--- src/rtl/tdir_pkg.sv ---
package tdir_pkg;

  typedef enum logic [3:0] {
    OP_ACCESS  = 4'd0,
    OP_PRESENT = 4'd1,
    OP_AVAIL   = 4'd2,
    OP_ALLOC   = 4'd3,
    OP_DEALLOC = 4'd4,
    OP_PROBE   = 4'd5,
    OP_GETPERM = 4'd6,
    OP_SETPERM = 4'd7,
    OP_TOUCH   = 4'd8
  } op_e;

  localparam logic [1:0] PERM_NONE    = 2'b00;
  localparam logic [1:0] PERM_INVALID = 2'b01;
  localparam logic [1:0] PERM_RO      = 2'b10;
  localparam logic [1:0] PERM_RW      = 2'b11;

  localparam logic [1:0] KIND_LOAD  = 2'b00;
  localparam logic [1:0] KIND_FETCH = 2'b01;
  localparam logic [1:0] KIND_STORE = 2'b10;

  // strobes from control to datapath, all aimed at one way of the addressed set
  typedef struct packed {
    logic touch;
    logic fill;
    logic clear;
    logic setPerm;
  } strobe_t;

endpackage

--- src/rtl/tdir_lru.sv ---
module tdir_lru #(
  parameter int SETS = 16,
  parameter int WAYS = 4,
  localparam int SET_W = $clog2(SETS),
  localparam int WAY_W = $clog2(WAYS)
) (
  input  logic             clk,
  input  logic             rstN,
  input  logic [SET_W-1:0] setIdx,
  input  logic             touch,
  input  logic [WAY_W-1:0] touchWay,
  output logic [WAY_W-1:0] victimWay
);

  localparam logic [WAY_W-1:0] OLDEST = WAY_W'(WAYS - 1);

  // age 0 = most recent, WAYS-1 = least recent; ages of a set form a permutation
  logic [WAY_W-1:0] age [SETS][WAYS];

  always_ff @(posedge clk or negedge rstN) begin
    if (!rstN) begin
      for (int s = 0; s < SETS; s++)
        for (int w = 0; w < WAYS; w++)
          age[s][w] <= WAY_W'(w);
    end else if (touch) begin
      for (int w = 0; w < WAYS; w++) begin
        if (WAY_W'(w) == touchWay)
          age[setIdx][w] <= '0;
        else if (age[setIdx][w] < age[setIdx][touchWay])
          age[setIdx][w] <= age[setIdx][w] + 1'b1;
      end
    end
  end

  always_comb begin
    victimWay = '0;
    for (int w = 0; w < WAYS; w++)
      if (age[setIdx][w] == OLDEST) victimWay = WAY_W'(w);
  end

endmodule

--- src/rtl/tdir_datapath.sv ---
module tdir_datapath
  import tdir_pkg::*;
#(
  parameter int ADDR_W = 32,
  parameter int OFF_W  = 6,
  parameter int SETS   = 16,
  parameter int WAYS   = 4,
  localparam int SET_W = $clog2(SETS),
  localparam int WAY_W = $clog2(WAYS),
  localparam int TAG_W = ADDR_W - OFF_W - SET_W
) (
  input  logic              clk,
  input  logic              rstN,
  input  logic [ADDR_W-1:0] reqAddr,
  input  strobe_t           strobe,
  input  logic [WAY_W-1:0]  cmdWay,
  input  logic [1:0]        cmdPerm,
  output logic              tagEq   [WAYS],
  output logic              occVec  [WAYS],
  output logic [1:0]        permVec [WAYS],
  output logic [WAY_W-1:0]  victimWay,
  output logic [ADDR_W-1:0] victimAddr
);

  logic [SET_W-1:0] setIdx;
  logic [TAG_W-1:0] reqTag;

  assign setIdx = reqAddr[OFF_W +: SET_W];
  assign reqTag = reqAddr[ADDR_W-1 -: TAG_W];

  logic [TAG_W-1:0] tagMem  [SETS][WAYS];
  logic             occMem  [SETS][WAYS];
  logic [1:0]       permMem [SETS][WAYS];

  always_ff @(posedge clk or negedge rstN) begin
    if (!rstN) begin
      for (int s = 0; s < SETS; s++)
        for (int w = 0; w < WAYS; w++) begin
          tagMem[s][w]  <= '0;
          occMem[s][w]  <= 1'b0;
          permMem[s][w] <= PERM_NONE;
        end
    end else begin
      if (strobe.fill) begin
        tagMem[setIdx][cmdWay]  <= reqTag;
        occMem[setIdx][cmdWay]  <= 1'b1;
        permMem[setIdx][cmdWay] <= PERM_INVALID;
      end else if (strobe.clear) begin
        occMem[setIdx][cmdWay]  <= 1'b0;
        permMem[setIdx][cmdWay] <= PERM_NONE;
      end else if (strobe.setPerm) begin
        permMem[setIdx][cmdWay] <= cmdPerm;
      end
    end
  end

  for (genvar w = 0; w < WAYS; w++) begin : g_way
    assign occVec[w]  = occMem[setIdx][w];
    assign permVec[w] = permMem[setIdx][w];
    assign tagEq[w]   = occMem[setIdx][w] && (tagMem[setIdx][w] == reqTag);
  end

  tdir_lru #(.SETS(SETS), .WAYS(WAYS)) u_lru (
    .clk      (clk),
    .rstN     (rstN),
    .setIdx   (setIdx),
    .touch    (strobe.touch),
    .touchWay (cmdWay),
    .victimWay(victimWay)
  );

  assign victimAddr = {tagMem[setIdx][victimWay], setIdx, {OFF_W{1'b0}}};

endmodule

--- src/rtl/tdir_ctrl.sv ---
module tdir_ctrl
  import tdir_pkg::*;
#(
  parameter int ADDR_W = 32,
  parameter int WAYS   = 4,
  localparam int WAY_W = $clog2(WAYS)
) (
  input  logic              clk,
  input  logic              rstN,
  input  logic              reqValid,
  input  logic [3:0]        reqOp,
  input  logic [1:0]        reqKind,
  input  logic [1:0]        reqPerm,
  input  logic [ADDR_W-1:0] reqAddr,
  input  logic              tagEq   [WAYS],
  input  logic              occVec  [WAYS],
  input  logic [1:0]        permVec [WAYS],
  input  logic [WAY_W-1:0]  victimWay,
  input  logic [ADDR_W-1:0] victimAddr,
  output strobe_t           strobe,
  output logic [WAY_W-1:0]  cmdWay,
  output logic [1:0]        cmdPerm,
  output logic              rspValid,
  output logic              rspHit,
  output logic              rspErr,
  output logic [1:0]        rspPerm,
  output logic [WAY_W-1:0]  rspWay,
  output logic [ADDR_W-1:0] rspAddr
);

  logic             matchAny, freeAny, anyTag;
  logic [WAY_W-1:0] matchWay, freeWay;
  logic [1:0]       matchPerm;

  // lowest live match and lowest free way in the addressed set
  always_comb begin
    matchAny = 1'b0;
    matchWay = '0;
    freeAny  = 1'b0;
    freeWay  = '0;
    anyTag   = 1'b0;
    for (int w = WAYS - 1; w >= 0; w--) begin
      if (tagEq[w]) anyTag = 1'b1;
      if (tagEq[w] && permVec[w] != PERM_NONE) begin
        matchAny = 1'b1;
        matchWay = WAY_W'(w);
      end
      if (!occVec[w] || permVec[w] == PERM_NONE) begin
        freeAny = 1'b1;
        freeWay = WAY_W'(w);
      end
    end
    matchPerm = matchAny ? permVec[matchWay] : PERM_NONE;
  end

  logic             nxtHit, nxtErr;
  logic [1:0]       nxtPerm;
  logic [WAY_W-1:0] nxtWay;
  logic [ADDR_W-1:0] nxtAddr;
  strobe_t          stb;

  always_comb begin
    stb     = '0;
    nxtHit  = 1'b0;
    nxtErr  = 1'b0;
    nxtPerm = PERM_NONE;
    nxtWay  = matchWay;
    nxtAddr = reqAddr;
    unique case (op_e'(reqOp))
      OP_ACCESS: begin
        nxtHit    = matchAny && (matchPerm == PERM_RW ||
                                 (matchPerm == PERM_RO && reqKind != KIND_STORE));
        nxtPerm   = matchPerm;
        stb.touch = matchAny;
      end
      OP_PRESENT: nxtHit = matchAny;
      OP_AVAIL: begin
        nxtHit = anyTag || freeAny;
        nxtWay = freeWay;
      end
      OP_ALLOC: begin
        nxtWay = freeWay;
        if (freeAny) begin
          stb.fill  = 1'b1;
          stb.touch = 1'b1;
          nxtHit    = 1'b1;
        end else begin
          nxtErr = 1'b1;
        end
      end
      OP_DEALLOC: begin
        nxtHit    = matchAny;
        stb.clear = matchAny;
      end
      OP_PROBE: begin
        nxtWay  = victimWay;
        nxtAddr = victimAddr;
        nxtErr  = freeAny;
        nxtHit  = !freeAny;
      end
      OP_GETPERM: begin
        nxtHit  = matchAny;
        nxtPerm = matchPerm;
      end
      OP_SETPERM: begin
        nxtHit      = matchAny;
        stb.setPerm = matchAny;
      end
      OP_TOUCH: begin
        nxtHit    = matchAny;
        stb.touch = matchAny;
      end
      default: nxtHit = 1'b0;
    endcase
  end

  assign strobe  = reqValid ? stb : '0;
  assign cmdWay  = nxtWay;
  assign cmdPerm = reqPerm;

  always_ff @(posedge clk or negedge rstN) begin
    if (!rstN) begin
      rspValid <= 1'b0;
      rspHit   <= 1'b0;
      rspErr   <= 1'b0;
      rspPerm  <= PERM_NONE;
      rspWay   <= '0;
      rspAddr  <= '0;
    end else begin
      rspValid <= reqValid;
      rspHit   <= reqValid && nxtHit;
      rspErr   <= reqValid && nxtErr;
      rspPerm  <= reqValid ? nxtPerm : PERM_NONE;
      rspWay   <= reqValid ? nxtWay : '0;
      rspAddr  <= reqValid ? nxtAddr : '0;
    end
  end

endmodule

--- src/rtl/tag_directory.sv ---
module tag_directory
  import tdir_pkg::*;
#(
  parameter int ADDR_W = 32,
  parameter int OFF_W  = 6,
  parameter int SETS   = 16,
  parameter int WAYS   = 4,
  localparam int WAY_W = $clog2(WAYS)
) (
  input  logic              clk,
  input  logic              rstN,
  input  logic              reqValid,
  input  logic [3:0]        reqOp,
  input  logic [1:0]        reqKind,
  input  logic [1:0]        reqPerm,
  input  logic [ADDR_W-1:0] reqAddr,
  output logic              rspValid,
  output logic              rspHit,
  output logic              rspErr,
  output logic [1:0]        rspPerm,
  output logic [WAY_W-1:0]  rspWay,
  output logic [ADDR_W-1:0] rspAddr
);

  strobe_t           strobe;
  logic [WAY_W-1:0]  cmdWay;
  logic [1:0]        cmdPerm;
  logic              tagEq   [WAYS];
  logic              occVec  [WAYS];
  logic [1:0]        permVec [WAYS];
  logic [WAY_W-1:0]  victimWay;
  logic [ADDR_W-1:0] victimAddr;

  tdir_datapath #(.ADDR_W(ADDR_W), .OFF_W(OFF_W), .SETS(SETS), .WAYS(WAYS)) u_dp (
    .clk       (clk),
    .rstN      (rstN),
    .reqAddr   (reqAddr),
    .strobe    (strobe),
    .cmdWay    (cmdWay),
    .cmdPerm   (cmdPerm),
    .tagEq     (tagEq),
    .occVec    (occVec),
    .permVec   (permVec),
    .victimWay (victimWay),
    .victimAddr(victimAddr)
  );

  tdir_ctrl #(.ADDR_W(ADDR_W), .WAYS(WAYS)) u_ctrl (
    .clk       (clk),
    .rstN      (rstN),
    .reqValid  (reqValid),
    .reqOp     (reqOp),
    .reqKind   (reqKind),
    .reqPerm   (reqPerm),
    .reqAddr   (reqAddr),
    .tagEq     (tagEq),
    .occVec    (occVec),
    .permVec   (permVec),
    .victimWay (victimWay),
    .victimAddr(victimAddr),
    .strobe    (strobe),
    .cmdWay    (cmdWay),
    .cmdPerm   (cmdPerm),
    .rspValid  (rspValid),
    .rspHit    (rspHit),
    .rspErr    (rspErr),
    .rspPerm   (rspPerm),
    .rspWay    (rspWay),
    .rspAddr   (rspAddr)
  );

endmodule

--- config.mk ---
export PLATFORM = sky130hd
export DESIGN_NAME = tag_directory
export DESIGN_NICKNAME = d
export VERILOG_FILES = /design/src/rtl/tdir_pkg.sv /design/src/rtl/tdir_lru.sv /design/src/rtl/tdir_datapath.sv /design/src/rtl/tdir_ctrl.sv /design/src/rtl/tag_directory.sv
export SDC_FILE = /design/constraint.sdc
export NUM_CORES = 2
export LEC_CHECK = 0
export BUFFER_PORTS_ARGS = -buffer_cell sky130_fd_sc_hd__buf_2
export CAP_MARGIN = 0
export CORE_MARGIN = 2
export CORE_UTILIZATION = 50
export CTS_CLUSTER_DIAMETER = 150
export CTS_CLUSTER_SIZE = 12
export DETAILED_ROUTE_END_ITERATION = 16
export GPL_TIMING_DRIVEN = 0
export PLACE_DENSITY = 0.63
export SETUP_SLACK_MARGIN = 0.2
export SLEW_MARGIN = 20
export SYNTH_ARGS = -nofsm -noshare
export SYNTH_HDL_FRONTEND = slang
export SYNTH_HIERARCHICAL = 1
export SYNTH_SLANG_ARGS = --single-unit
--- constraint.sdc ---
create_clock -name clk -period 9.7 [get_ports clk]
set_input_delay 0.97 -clock clk [delete_from_list [all_inputs] [get_ports clk]]
set_output_delay 0.97 -clock clk [all_outputs]
set_load 0.02 [all_outputs]
==> results.tsv <==
metric	value	unit
cts-root-buf	clkbuf_16	
worstSetupEndpointType	register	
setup_viol	139	
cap_violations	0	
fillers	14400	
syn_area_per_cell	12.2	sq um
fin_crit_sh	101	%
final_cell_mix	1703 x dfrtp_1, 1118 x nand2_1, 1006 x mux2_2, 822 x o21ai_0, 394 x clkbuf_1	
synthFlopType	dfrtp_1	
crit_chain	buf_2 -> buf_2 -> buf_2 -> buf_4 -> clkbuf_4 -> clkbuf_2 -> buf_16 -> nand2_1 -> a31oi_1 -> xnor2_1 -> nand4_1 -> nor4_4 -> buf_6 -> o21ai_0 -> and3_4 -> a22oi_2 -> nand2_1 -> clkbuf_1 -> nand2b_1 -> clkbuf_1 -> nor2_1 -> nand2_1 -> clkbuf_1 -> mux2_2	
violations	negative setup slack	
rsz0062_at_grt	true	
max_clock_freq	102	MHz
cts_tree	yes	
path_max_fanout	11	
grt_first_pass_wirelength	568000	microns
dr_total_vias	67300	
sequentialPowerShare	49.5	%
cp_slowest_stage_delay	0.96	ns
final_common_cell	dfrtp_1	
pin_count	82	
die_width	416	microns
drtPass1Iterations	6	
tns	-7.26	ns
slew_violations	0	
run_status	finished with violations	
clk_path_buf_depth	3	
period_needed	9.84	ns
cts.sinks	1767	
dpl.hpwl	310000	microns
grt_max_degree	141	
cp.arrival	10.58	ns
grt_pass1_vias	63900	
grt_usage	49.3	%
yosysSeqAreaShare	52.2	%
total_power	15.3	mW
grt_antenna_before_repair	52	
yosys_register_bits	1767	
power_frac_comb	11.0	%
top_layer	met5	
avgViaCountPerCell	7.06	
wl_per_cell	44.9	microns
internal-power	11.0	mW
wl_met3	57100	microns
clkPwrFrac	39.5	%
startpoint_type	primary input	
numCtsBuffers	166	
drtIter0Drc	10200	
initial_utilization	50.2	%
ir_worst_vdd	0.000204	V
die_h	416	microns
yosysWarnings	6	
die_area	0.173	sq mm
clk_pin_slew	0.06	ns
synthDistinctLibCells	89	
hold_buffers	0	
power_switching	4.27	mW
fin_ws	-0.140	ns
rows	151	
wl_met2	177000	microns
holdWs	0.120	ns
final_util	55.6	%
async_reset_ff_share	100	%
swShare	27.9	%
hold_violations	0	
gp_congestion	1.08	
syn_inst	6943	
path_class	primary input to register	
worstMarginPinSlew	1.36	ns
core	0.169	sq mm
hold_path_class	primary input to asynchronous set/reset pin	
overflow	0	
drive_gt1_share	28.4	%
dp_cells	9278	
port_buffers	77	
power_density	163	mW/mm^2
cp_slowest_cell	clkbuf_1	
clk_latency	0.87	ns
crit_required	10.44	ns
synth_enable_flop_cells	0	
nNetsFinal	7281	
clock_skew	0.0435	ns
p_leak	43.3	nW
postRouteAntennaNets	0	
htreeDepth	4	
synth_area	0.0849	sq mm
final_cells	9542	
syn_to_final_growth	10.7	%
drcViolationCount	0	
wirelength	429000	microns
m1WireLength	156000	microns
slew_headroom	8.43	%
## state kept, by name, indices dropped and copies added (netlist names), named ones only
signal           flops
u_ctrl/rspAddr      32
u_ctrl/rspErr        1
u_ctrl/rspHit        1
u_ctrl/rspPerm       2
u_ctrl/rspValid      1
u_ctrl/rspWay        2
u_dp/permMem       128
u_dp/tagMem       1408
u_dp/u_lru/age     128
## routing by layer
metal | global-route usage (%) | vias up
met3 | 20.5 | 1274
met2 | 67.7 | 5127
met1 | 61.6 | 35600
met4 | 38.2 | 20
li1 | - | 25400
met5 | 0.389 | -
## final cells by class
cell class / count / area, sq um / area share (%)
Antenna cell: 50 / 125 / 0.133
Buffer: 621 / 3090 / 3.29
Clock buffer: 194 / 4270 / 4.54
Clock inverter: 17 / 335 / 0.357
Inverter: 37 / 145 / 0.154
Multi-Input combinational cell: 4523 / 37800 / 40.2
Sequential cell: 1767 / 44300 / 47.1
Tap cell: 2218 / 2780 / 2.95
Timing Repair Buffer: 115 / 1190 / 1.26
## worst paths after layout
| check | from | to | slack, ns | depth (start not counted) |
|---|---|---|---|---|
| worst min-delay path | rstN | u_dp/permMem[84] | 0.12 | 1 |
| min in group clk | reqValid | u_ctrl/rspValid | 0.33 | 1 |
| worst min register to register | u_dp/tagMem[616] | u_dp/tagMem[616] | 0.48 | 2 |
| max in group asynchronous | rstN | u_dp/tagMem[808] | 6.31 | 6 |
| worst max-delay path | reqAddr[9] | u_dp/tagMem[492] | -0.14 | 24 |
| worst max register to register | u_dp/tagMem[1157] | u_dp/tagMem[1221] | 1.83 | 19 |
## cells by family (layout without fill, tap and decap cells)
| kind of cell | count (synthesis) | after routing | share of synthesized area, % |
|---|---|---|---|
| fa+ha+maj | 7 | 7 | 0.103 |
| mux | 1748 | 1748 | 28.1 |
| other cells | 1 | 56 | 0.00442 |
| buf+inv | 658 | 984 | 3.59 |
| xor+xnor | 98 | 98 | 1.01 |
| simple gates | 1482 | 1482 | 7.12 |
| flops | 1767 | 1767 | 52.2 |
| compound gates | 1182 | 1182 | 7.92 |
## through the flow
stage	area, sq um	worst slack, ns
2_1_floorplan	84900	3.13
3_3_place_gp	88100	-31.17
3_5_place_dp	89000	-1.70
4_1_cts	93700	0.202
5_1_grt	93900	0.187
6_report	94000	-0.140
## critical path: cells and delay by family
| kind | cells | cell delay, ns |
|---|---|---|
| buf+inv | 11 | 5.55 |
| simple gates | 8 | 2.51 |
| compound gates | 3 | 0.77 |
| mux | 1 | 0.43 |
| xor+xnor | 1 | 0.17 |
## synth_stat cells, types with 9 or more instances
master / count / area share [%]
clkbuf_1: 418 / 1.8
nor2_1: 183 / 0.81
o22ai_1: 20 / 0.15
mux2_2: 1006 / 13
nor3_1: 34 / 0.20
inv_1: 28 / 0.12
mux4_1: 9 / 0.28
nor4_1: 9 / 0.066
a31oi_1: 12 / 0.088
o21ai_1: 31 / 0.18
buf_6: 32 / 0.42
a221oi_1: 15 / 0.15
mux2i_1: 304 / 3.6
buf_1: 23 / 0.10
dfstp_2: 64 / 2.0
nand2b_1: 15 / 0.11
nand4_1: 10 / 0.074
a21boi_0: 33 / 0.29
xnor2_1: 69 / 0.71
o21ai_0: 828 / 4.9
a211oi_1: 20 / 0.18
nand2_1: 1120 / 5.0
buf_4: 49 / 0.43
nand3_1: 14 / 0.083
a22oi_1: 60 / 0.53
buf_2: 96 / 0.57
nor2b_1: 22 / 0.16
xor2_1: 29 / 0.30
dfrtp_1: 1703 / 50
a21oi_1: 74 / 0.44
mux4_2: 391 / 10
mux2_1: 38 / 0.50
and2_1: 18 / 0.13
## repair_timing
| action | in CTS | in global routing |
|---|---|---|
| pin swaps | 1 | 0 |
| gates resized for setup | 27 | 39 |
| setup endpoints to repair | 1294 | 597 |
| buffers inserted | 2 | 0 |
## power groups by stage
stage                     sequential (mW)  combinational [mW]  clock (mW)
final                                7.57                1.68        6.05
after global placement               7.71                1.53           0
after CTS                            7.57                1.58        6.10
after floorplan                      7.69               0.663           0
after detailed placement             7.70                1.58           0
after global routing                 7.58                1.67        6.37
No activity file was read; power rests on OpenSTA's default activity.
